**src/rtl/redir_pkg.sv**
```systemverilog
`timescale 1ns/1ps
package redir_pkg;
    localparam int WORD_W  = 32;
    localparam int ENT_W   = 64;
    localparam int IDX_W   = 8;
    // Entry bit positions decoded by the delivery engine
    localparam int B_DSTAT = 12;
    localparam int B_RIRR  = 14;
    localparam int B_TRIG  = 15;
    localparam int B_MASK  = 16;
    localparam logic [ENT_W-1:0] ENT_RST = ENT_W'(1) << B_MASK;
endpackage

```
**src/rtl/rw_entry.sv**
```systemverilog
`timescale 1ns/1ps
module rw_entry
    import redir_pkg::*;
(
    input  logic              clk,
    input  logic              rst_n,
    input  logic              wr_lo,
    input  logic              wr_hi,
    input  logic [WORD_W-1:0] wdata,
    input  logic              irr_set,
    input  logic              irr_clr,
    input  logic              pend,
    output logic [ENT_W-1:0]  entry_o
);
    logic [ENT_W-1:0] ent_d, ent_q;
    logic             sw_wr;

    always_comb begin
        sw_wr = wr_lo | wr_hi;
        ent_d = ent_q;
        if (wr_lo) ent_d[WORD_W-1:0]     = wdata;
        if (wr_hi) ent_d[ENT_W-1:WORD_W] = wdata;
        ent_d[B_RIRR] = ent_q[B_RIRR];
        if (sw_wr) begin
            if (!ent_d[B_TRIG]) ent_d[B_RIRR] = 1'b0;
        end else if (irr_set) begin
            ent_d[B_RIRR] = 1'b1;
        end else if (irr_clr) begin
            ent_d[B_RIRR] = 1'b0;
        end
        ent_d[B_DSTAT] = pend;
    end

    always_ff @(posedge clk) begin
        if (!rst_n) ent_q <= ENT_RST;
        else        ent_q <= ent_d;
    end

    assign entry_o = ent_q;

    AST_RIRR_KEPT_LEVEL: assert property (@(posedge clk) disable iff (!rst_n)
        (wr_lo || wr_hi) |=> (!entry_o[B_TRIG] || entry_o[B_RIRR] == $past(entry_o[B_RIRR])));
    AST_EDGE_CLEARS_RIRR: assert property (@(posedge clk) disable iff (!rst_n)
        (wr_lo || wr_hi) |=> (entry_o[B_TRIG] || !entry_o[B_RIRR]));
    AST_HOOK_SET: assert property (@(posedge clk) disable iff (!rst_n)
        (!wr_lo && !wr_hi && irr_set) |=> entry_o[B_RIRR]);
    AST_HOOK_CLR: assert property (@(posedge clk) disable iff (!rst_n)
        (!wr_lo && !wr_hi && !irr_set && irr_clr) |=> !entry_o[B_RIRR]);
    AST_DSTAT_FOLLOWS: assert property (@(posedge clk) disable iff (!rst_n)
        1'b1 |=> entry_o[B_DSTAT] == $past(pend));
endmodule

```
**src/rtl/rw_readmux.sv**
```systemverilog
`timescale 1ns/1ps
module rw_readmux
    import redir_pkg::*;
#(
    parameter int NUM_PINS  = 24,
    parameter int ID_W      = 4,
    parameter int ID_LSB    = 24,
    parameter int TBL_BASE  = 16,
    parameter int IDX_ID    = 0,
    parameter int IDX_VER   = 1,
    parameter logic [7:0] VERSION = 8'h11,
    parameter logic [7:0] OFF_SEL = 8'h00,
    parameter logic [7:0] OFF_WIN = 8'h10
)(
    input  logic [7:0]               addr_lo,
    input  logic [IDX_W-1:0]         sel,
    input  logic [ID_W-1:0]          id,
    input  logic [NUM_PINS*ENT_W-1:0] entries,
    output logic [WORD_W-1:0]        rdata
);
    localparam logic [WORD_W-1:0] VER_WORD = {8'h00, 8'(NUM_PINS-1), 8'h00, VERSION};

    logic [WORD_W-1:0] win_word;
    logic              in_rng;
    int                ent_idx;

    always_comb begin
        in_rng  = (int'(sel) >= TBL_BASE) && ((int'(sel) - TBL_BASE) < 2*NUM_PINS);
        ent_idx = (int'(sel) - TBL_BASE) >>> 1;
        win_word = '0;
        if (int'(sel) == IDX_ID) begin
            win_word = WORD_W'(id) << ID_LSB;
        end else if (int'(sel) == IDX_VER) begin
            win_word = VER_WORD;
        end else if (in_rng) begin
            for (int k = 0; k < NUM_PINS; k++) begin
                if (ent_idx == k) begin
                    win_word = sel[0] ? entries[k*ENT_W+WORD_W +: WORD_W]
                                      : entries[k*ENT_W +: WORD_W];
                end
            end
        end
        if (addr_lo == OFF_SEL)      rdata = {{(WORD_W-IDX_W){1'b0}}, sel};
        else if (addr_lo == OFF_WIN) rdata = win_word;
        else                         rdata = '0;
    end
endmodule

```
**src/rtl/redir_regwin.sv**
```systemverilog
`timescale 1ns/1ps
module redir_regwin
    import redir_pkg::*;
#(
    parameter int NUM_PINS  = 24,
    parameter int ADDR_W    = 12,
    parameter int ID_W      = 4,
    parameter int ID_LSB    = 24,
    parameter int TBL_BASE  = 16,
    parameter logic [7:0] VERSION = 8'h11
)(
    input  logic                      clk,
    input  logic                      rst_n,
    input  logic                      bus_valid,
    input  logic                      bus_write,
    input  logic [ADDR_W-1:0]         bus_addr,
    input  logic [31:0]               bus_wdata,
    output logic [31:0]               bus_rdata,
    input  logic [NUM_PINS-1:0]       irr_set,
    input  logic [NUM_PINS-1:0]       irr_clr,
    input  logic [NUM_PINS-1:0]       pend_i,
    output logic [NUM_PINS*64-1:0]    entries_o
);
    localparam logic [7:0] OFF_SEL = 8'h00;
    localparam logic [7:0] OFF_WIN = 8'h10;
    localparam int         IDX_ID  = 0;
    localparam int         IDX_VER = 1;

    typedef struct packed {
        logic [IDX_W-1:0] sel;
        logic [ID_W-1:0]  id;
    } regs_t;

    regs_t               r_d, r_q;
    logic [7:0]          addr_lo;
    logic                sel_wr, win_wr, in_rng;
    int                  ent_idx;
    logic [NUM_PINS-1:0] wr_lo, wr_hi;
    logic                unused_addr_hi;

    assign addr_lo        = bus_addr[7:0];
    assign unused_addr_hi = ^bus_addr;

    always_comb begin
        sel_wr  = bus_valid && bus_write && (addr_lo == OFF_SEL);
        win_wr  = bus_valid && bus_write && (addr_lo == OFF_WIN);
        in_rng  = (int'(r_q.sel) >= TBL_BASE) && ((int'(r_q.sel) - TBL_BASE) < 2*NUM_PINS);
        ent_idx = (int'(r_q.sel) - TBL_BASE) >>> 1;
        r_d = r_q;
        if (sel_wr) r_d.sel = bus_wdata[IDX_W-1:0];
        if (win_wr && int'(r_q.sel) == IDX_ID) r_d.id = bus_wdata[ID_LSB +: ID_W];
        for (int k = 0; k < NUM_PINS; k++) begin
            wr_lo[k] = win_wr && in_rng && (ent_idx == k) && !r_q.sel[0];
            wr_hi[k] = win_wr && in_rng && (ent_idx == k) &&  r_q.sel[0];
        end
    end

    always_ff @(posedge clk) begin
        if (!rst_n) r_q <= '0;
        else        r_q <= r_d;
    end

    for (genvar g = 0; g < NUM_PINS; g++) begin : g_ent
        rw_entry u_ent (
            .clk     (clk),
            .rst_n   (rst_n),
            .wr_lo   (wr_lo[g]),
            .wr_hi   (wr_hi[g]),
            .wdata   (bus_wdata),
            .irr_set (irr_set[g]),
            .irr_clr (irr_clr[g]),
            .pend    (pend_i[g]),
            .entry_o (entries_o[g*64 +: 64])
        );
    end

    rw_readmux #(
        .NUM_PINS (NUM_PINS),
        .ID_W     (ID_W),
        .ID_LSB   (ID_LSB),
        .TBL_BASE (TBL_BASE),
        .IDX_ID   (IDX_ID),
        .IDX_VER  (IDX_VER),
        .VERSION  (VERSION),
        .OFF_SEL  (OFF_SEL),
        .OFF_WIN  (OFF_WIN)
    ) u_rd (
        .addr_lo (addr_lo),
        .sel     (r_q.sel),
        .id      (r_q.id),
        .entries (entries_o),
        .rdata   (bus_rdata)
    );

    AST_SEL_HOLD: assert property (@(posedge clk) disable iff (!rst_n)
        !(bus_valid && bus_write && addr_lo == OFF_SEL) |=> $stable(r_q.sel));
    AST_ID_HOLD: assert property (@(posedge clk) disable iff (!rst_n)
        !(bus_valid && bus_write && addr_lo == OFF_WIN && r_q.sel == 8'(IDX_ID)) |=> $stable(r_q.id));
    AST_UNMAPPED_ZERO: assert property (@(posedge clk) disable iff (!rst_n)
        (addr_lo != OFF_SEL && addr_lo != OFF_WIN) |-> bus_rdata == 32'h0);
    AST_OOR_ZERO: assert property (@(posedge clk) disable iff (!rst_n)
        (addr_lo == OFF_WIN && !in_rng && int'(r_q.sel) != IDX_ID && int'(r_q.sel) != IDX_VER)
        |-> bus_rdata == 32'h0);
    AST_OOR_NO_STROBE: assert property (@(posedge clk) disable iff (!rst_n)
        !in_rng |-> $countones({wr_lo, wr_hi}) == 0);
endmodule

```
**config.mk**
```make
export PLATFORM = sky130hd
export DESIGN_NAME = redir_regwin
export DESIGN_NICKNAME = d
export VERILOG_FILES = /design/src/rtl/redir_pkg.sv /design/src/rtl/rw_entry.sv /design/src/rtl/rw_readmux.sv /design/src/rtl/redir_regwin.sv
export SDC_FILE = /design/constraint.sdc
export NUM_CORES = 2
export LEC_CHECK = 0
export ABC_AREA = 1
export BUFFER_PORTS_ARGS = -buffer_cell sky130_fd_sc_hd__buf_4
export CAP_MARGIN = 0
export CORE_AREA = 5 5 662 664
export CTS_BUF_LIST = sky130_fd_sc_hd__clkbuf_2 sky130_fd_sc_hd__clkbuf_4 sky130_fd_sc_hd__clkbuf_8
export CTS_CLUSTER_DIAMETER = 30
export CTS_CLUSTER_SIZE = 12
export DETAILED_ROUTE_END_ITERATION = 16
export DIE_AREA = 0 0 667 669
export PLACE_DENSITY = 0.3
export RECOVER_POWER = 25
export SLEW_MARGIN = 20
export SYNTH_ARGS = -nofsm -noshare
export SYNTH_HDL_FRONTEND = slang
export SYNTH_SLANG_ARGS = --single-unit
export TNS_END_PERCENT = 10
```
**constraint.sdc**
```tcl
create_clock -name clk -period 7.2 [get_ports clk]
set_clock_uncertainty 0.05 [all_clocks]
set_input_delay 0.36 -clock clk [delete_from_list [all_inputs] [get_ports clk]]
set_output_delay 0.36 -clock clk [all_outputs]
set_load 0.05 [all_outputs]
```
---- After elaboration in Yosys (flattened, before gate mapping) ----
Index checks and enable logic that the tools add are counted.
W data, S select, Z words.
operators by class
  equality and inequality tests ........... 49
  magnitude comparators ................... 2
  multiplexer cells ....................... 173
  reduce and logical (&&, ||, !) cells .... 130
  $add $sub $neg .......................... 1
  bitwise operators ....................... 24
operators with widths
  operator               number
  $mux W32               53
  $mux W16               24
  $mux W1                96
  $logic_and A1 B1 Y1    78
  $eq A8 B5 Y1 const B   9
  $reduce_bool A3 Y1     24
  $eq A8 B6 Y1 const B   8
  $ne A2 B2 Y1 const B   24
  $reduce_and A2 Y1      24
  $eq A8 B4 Y1 const B   4
  $logic_not A32 Y1      1
  $or A1 B1 Y1           24
  $eq A8 B2 Y1 const B   2
  $eq A8 B3 Y1 const B   2
  $logic_not A8 Y1       2
  $lt A9 B7 Y1 const B   1
  $sub A8 B5 Y9 const B  1
  $ge A8 B5 Y1 const B   1
  $logic_not A1 Y1       1
storage, ports and cells
  output and inout bits ................... 1,568
  input bits .............................. 120
  register bits ........................... 1,548
  logic and storage cells ................. 477

---- Logic depth before layout (Yosys ltp) ----
  depth after elaboration ................. 31
  gate-level depth with buffers ........... 28

---- Modules after synthesis ----
A second synthesis with hierarchy kept.
second synthesis, totals
  cell total of the unflattened synthesis .. 10,067
  area, all modules ....................... 70,268.6 µm²
by module, submodules not included
  module        seq. area each (µm²)  cells an instance  times used  area an instance (µm²)
  rw_entry      1,281.2               285                24          2,244.7
  rw_readmux    0.0                   3,025              1           15,245.9
  redir_regwin  240.2                 202                1           1,151.1

---- Least setup slack after synthesis ----
No wires, ideal clock.
  kind .................................... register -> output
  from .................................... reg r_q[8] in the netlist's numbering
  to ...................................... out bus_rdata[26]
  slack ................................... 3.505 ns
  required time ........................... 6.790 ns
  stages on the path, launching flop included .. 25
  buffers on the path ..................... 3
  data arrival time ....................... 3.285 ns
  path through ............................ dfxtp_1 buf_2 inv_1 ha_1 inv_1 nand2_1 nand2_1 nand2_1 nor2_8 nand2_8 nor2_2 inv_2 nor2_4 inv_2 buf_6 buf_6 o31ai_2 inv_2 nand4_1 nand2_1 nand4_1 a21oi_1 nand4_1 nand2_1 a21oi_1
on the way
  word-level cells in the longest chain between the ends .. 31
  elaborated cells between the ends (all ways) .. 59
  those cells by class .................... add/sub (1); order compare (2); eq/ne (24); mux (29); reduce/logical (3)
RTL lines
  element                 line                                source
  from (decl)             redir_regwin.sv:34                  regs_t r_d, r_q;
  from (signal assigned)  redir_regwin.sv:60                  else r_q <= r_d;
  $sub A8 B5 Y9           rw_readmux.sv:28, rw_readmux.sv:29
  $logic_not A32 Y1       rw_readmux.sv:37                    if (ent_idx == k) begin
  $mux W32 (24 in a row)  rw_readmux.sv:37
  $mux W32                rw_readmux.sv:35                    end else if (in_rng) begin
  $mux W32                rw_readmux.sv:33                    end else if (int'(sel) == IDX_VER) begin
  $mux W32 (*)            rw_readmux.sv:31                    if (int'(sel) == IDX_ID) begin
  $mux W32 (*)            rw_readmux.sv:44                    else if (addr_lo == OFF_WIN) rdata = win_word;
  $mux W32 (*)            rw_readmux.sv:43                    if (addr_lo == OFF_SEL) rdata = {{(WORD_W-IDX_W){1'b0}}, sel};
  to (decl)               redir_regwin.sv:18                  output logic [31:0] bus_rdata,
Every way passes the cells marked *; elsewhere a longest branch is shown, timed or not.

---- Worst setup path after layout ----
  from .................................... in rst_n
  to ...................................... reg g_ent[14].u_ent.ent_q[14]
RTL lines
  element               line                source
  from (decl)           redir_regwin.sv:13  input logic rst_n,
  to (signal assigned)  rw_entry.sv:36      else ent_q <= ent_d;
  to (decl)             rw_entry.sv:15      logic [ENT_W-1:0] ent_d, ent_q;
No word-level cell between the ends.

==> flow_summary.yaml <==
status:
  status: "finished with violations"
  violations: "max-capacitance violations, max-slew violations, negative setup slack"
clocking:
  max-clock-path-buffers: 4
  htree_num_levels: 6
  cts_root_buf: "clkbuf_8"
  cts_buffers: 580
  clkLatencyLatePin_ns: 1.17
  cts_num_sinks: 1548
  cts_tree: "yes"
  cts.clk_slew.worst_paths_ns: 0.04
synth:
  synth-async-reset-ratio: 0
  synth-seq-area-share: 0.461
  synthXorXnorAreaFrac: 0
  synth_fa_ha_area_frac: 0.000558
  synth_compound_area_frac: 0.238
  ys_top_cells_by_area: "dfxtp_1, a211oi_1, nor2_1, o211ai_1, nand2_1"
  synthFlopType: "dfxtp_1"
  yosysTopAreaCellShare: 0.461
  synth_top_family_by_area: "compound AO/OA/AOI/OAI gates"
  synth_simple_gate_area_share: 0.217
  synth_fp_nets: 8614
  synth_top_area_cell: "dfxtp_1"
  synth_area_per_cell_um2: 7.92
  synthMuxAreaShare: 0.0110
  yosys_warnings: 0
  syn_inst: 8491
  synthTopCellsByCount: "nor2_1, dfxtp_1, a211oi_1, nand2_1, clkbuf_1"
  yosysMostFrequentCell: "nor2_1"
  synth.distinct_cells: 37
  synth_edf_count: 0
  syn_area_um2: 67200
  synth-seq-cells: 1548
route:
  vias_per_cell: 4.62
  firstDrtPassIters: 6
  wl_met3_um: 53800
  dr.max_layer_used: "met5"
  drt-met1-wl_um: 274000
  drc: 0
  drtIter0Drc: 7590
  postRouteAntennaNets: 0
  wl_met2_um: 286000
  wl_per_cell_um: 38.8
  vias: 76800
  drt_wl_total_um: 646000
setup_path:
  cp_max_fo: 96
  cp.arrival_ns: 8.31
  r2r_setup_slack_ns: 1.41
  reg2reg_to: "g_ent[5].u_ent.entry_o[14]$_SDFFE_PN0P_"
  endpoint_kind: "flip-flop"
  worstReg2RegStart: "r_q[8]$_SDFFE_PN0P_"
  cp.required_ns: 8.26
  critPathCapture: "g_ent[14].u_ent.entry_o[14]$_SDFFE_PN0P_"
  crit_start: "rst_n"
  rr_worst_depth: 21
  critPathLaunchType: "input pin"
  critPathKind: "input pin to flip-flop"
placed_design:
  portBuffers: 1683
  dp_hpwl_um: 500000
  place_inst: 15300
  place_congestion: 0.911
floorplanning:
  initial_utilization: 0.155
  ios: 1688
  die_w_um: 667
  num_rows: 242
  core-area_um2: 432000
  die_h_um: 669
  dieArea_um2: 446000
global_routing:
  grt_antenna_before_repair: 97
  track_usage: 0.275
  grt_pass1_wl_um: 809000
  gr-total-overflow: 0
  grt_pass1_vias: 72700
  grt_max_degree: 171
sta:
  slew_viol_final: 36
  rsz0062_at_grt: "yes"
  hold_viol: 0
  slew_headroom: -2.68
  fmax_ghz: 0.138
  finalWorstSetupSlack_ns: -0.0472
  finalSetupViolations: 3
  finalCritPeriodShare: 1.01
  fin_setup_tns_ns: -0.128
  worstMarginPinSlew_ns: 5.52
  finalWorstPathRequiredPeriod_ns: 7.25
finish:
  drive_gt1_frac: 0.257
  final_cell_count_no_fill: 16600
  syn_to_final_growth_pct: 46.9
  fin_nets: 10500
hold_path:
  hp-class: "input pin to flip-flop"
power_and_ir_drop:
  power.density_nw_per_um2: 267
  leakagePower_uw: 0.0374
  peakVddDrop_mv: 0.180
flow_run:
  cap_violations: 1
==> report_power, final <==
part	leakage, uW	switching [uW]	internal, uW
clock network	0.00689	6100	10600
registers	0.0125	33.2	8620
logic	0.0181	769	182
total	0.0374	6910	19400
==> routing by layer <==
metal	global-route usage	vias up
li1	-	33800
met1	0.353	38100
met2	0.434	3997
met3	0.0771	897
met4	0.109	24
met5	0	-
==> cell families after synthesis <==
group	count (synthesis)
buf+inv	1155
simple gates	3444
fa+ha+maj	3
compound gates	2267
flops	1548
mux	74
==> cells in the final DEF (no fill, tap or decap), types with 74 or more instances in the layout <==
cell / netlist / final
nor2_1: 2168 / 2143
dfxtp_1: 1548 / 1547
a211oi_1: 1440 / 1440
buf_4: 37 / 1201
clkbuf_1: 526 / 754
clkbuf_8: 0 / 749
nand2_1: 655 / 647
o211ai_1: 349 / 349
or2_2: 315 / 315
o21ai_0: 242 / 223
dlygate4sd3_1: 0 / 211
inv_1: 241 / 207
nand4_1: 166 / 166
a21oi_1: 150 / 150
clkbuf_4: 0 / 146
clkinv_2: 0 / 79
mux2i_1: 74 / 74
==> how the worst min path moves through the flow <==
stage	from	depth (start not counted)	end	slack (ns)
detailed placement	r_q[0]$_SDFFE_PN0P_	2	r_q[0]$_SDFFE_PN0P_	0.41
global route	bus_wdata[29]	4	g_ent[10].u_ent.entry_o[61]$_SDFFE_PN0P_	0.09
global placement	r_q[3]$_SDFFE_PN0P_	2	r_q[3]$_SDFFE_PN0P_	0.41
floorplan	r_q[0]$_SDFFE_PN0P_	2	r_q[0]$_SDFFE_PN0P_	0.40
CTS	bus_wdata[29]	4	g_ent[10].u_ent.entry_o[61]$_SDFFE_PN0P_	0.0008
finish	bus_wdata[29]	4	g_ent[10].u_ent.entry_o[61]$_SDFFE_PN0P_	0.17
==> repair_timing <==
item	CTS	global route
hold buffers	211	0
pin swaps	11	16
hold endpoints to repair	750	0
setup buffers	0	4
endpoints found under the setup margin	15	17
resized for setup	31	17
gates cloned	0	1
==> sequential cells by signal, indices dropped and copies added (netlist names) <==
register / flops
r_q: 12
g_ent.u_ent.entry_o: 1536
==> worst max-delay path: stages <==
cell	delay, ns
dlygate4sd3_1	0.52
clkbuf_1	3.78
inv_8	1.36
buf_12	0.62
buf_12	0.32
a21oi_1	0.26
dlygate4sd3_1	0.58
==> final cells by class <==
| type | count | area (um2) |
|---|---|---|
| Antenna cell | 38 | 95.1 |
| Clock buffer | 894 | 11400 |
| Clock inverter | 146 | 1570 |
| Fill cell | 48500 | 334000 |
| Inverter | 283 | 1170 |
| Multi-Input combinational cell | 5789 | 31800 |
| Sequential cell | 1548 | 31000 |
| Tap cell | 5734 | 7170 |
| Timing Repair Buffer | 2204 | 14600 |
==> per-stage QoR <==
stage | hold WS [ns] | power (uW) | utilization | setup WS, ns | area, um2
detailed placement | 0.414 | 9660 | 0.199 | 0.591 | 86100
floorplan | 0.395 | 9090 | - | 3.51 | 67200
CTS | 0.000761 | 26600 | 0.234 | -0.0782 | 101000
finish | 0.172 | 26300 | 0.228 | -0.0472 | 98700
global placement | 0.410 | 9660 | 0.199 | 0.607 | 86000
global route | 0.0851 | 27100 | 0.228 | -0.0512 | 98700
No activity file was read; power rests on OpenSTA's default activity.
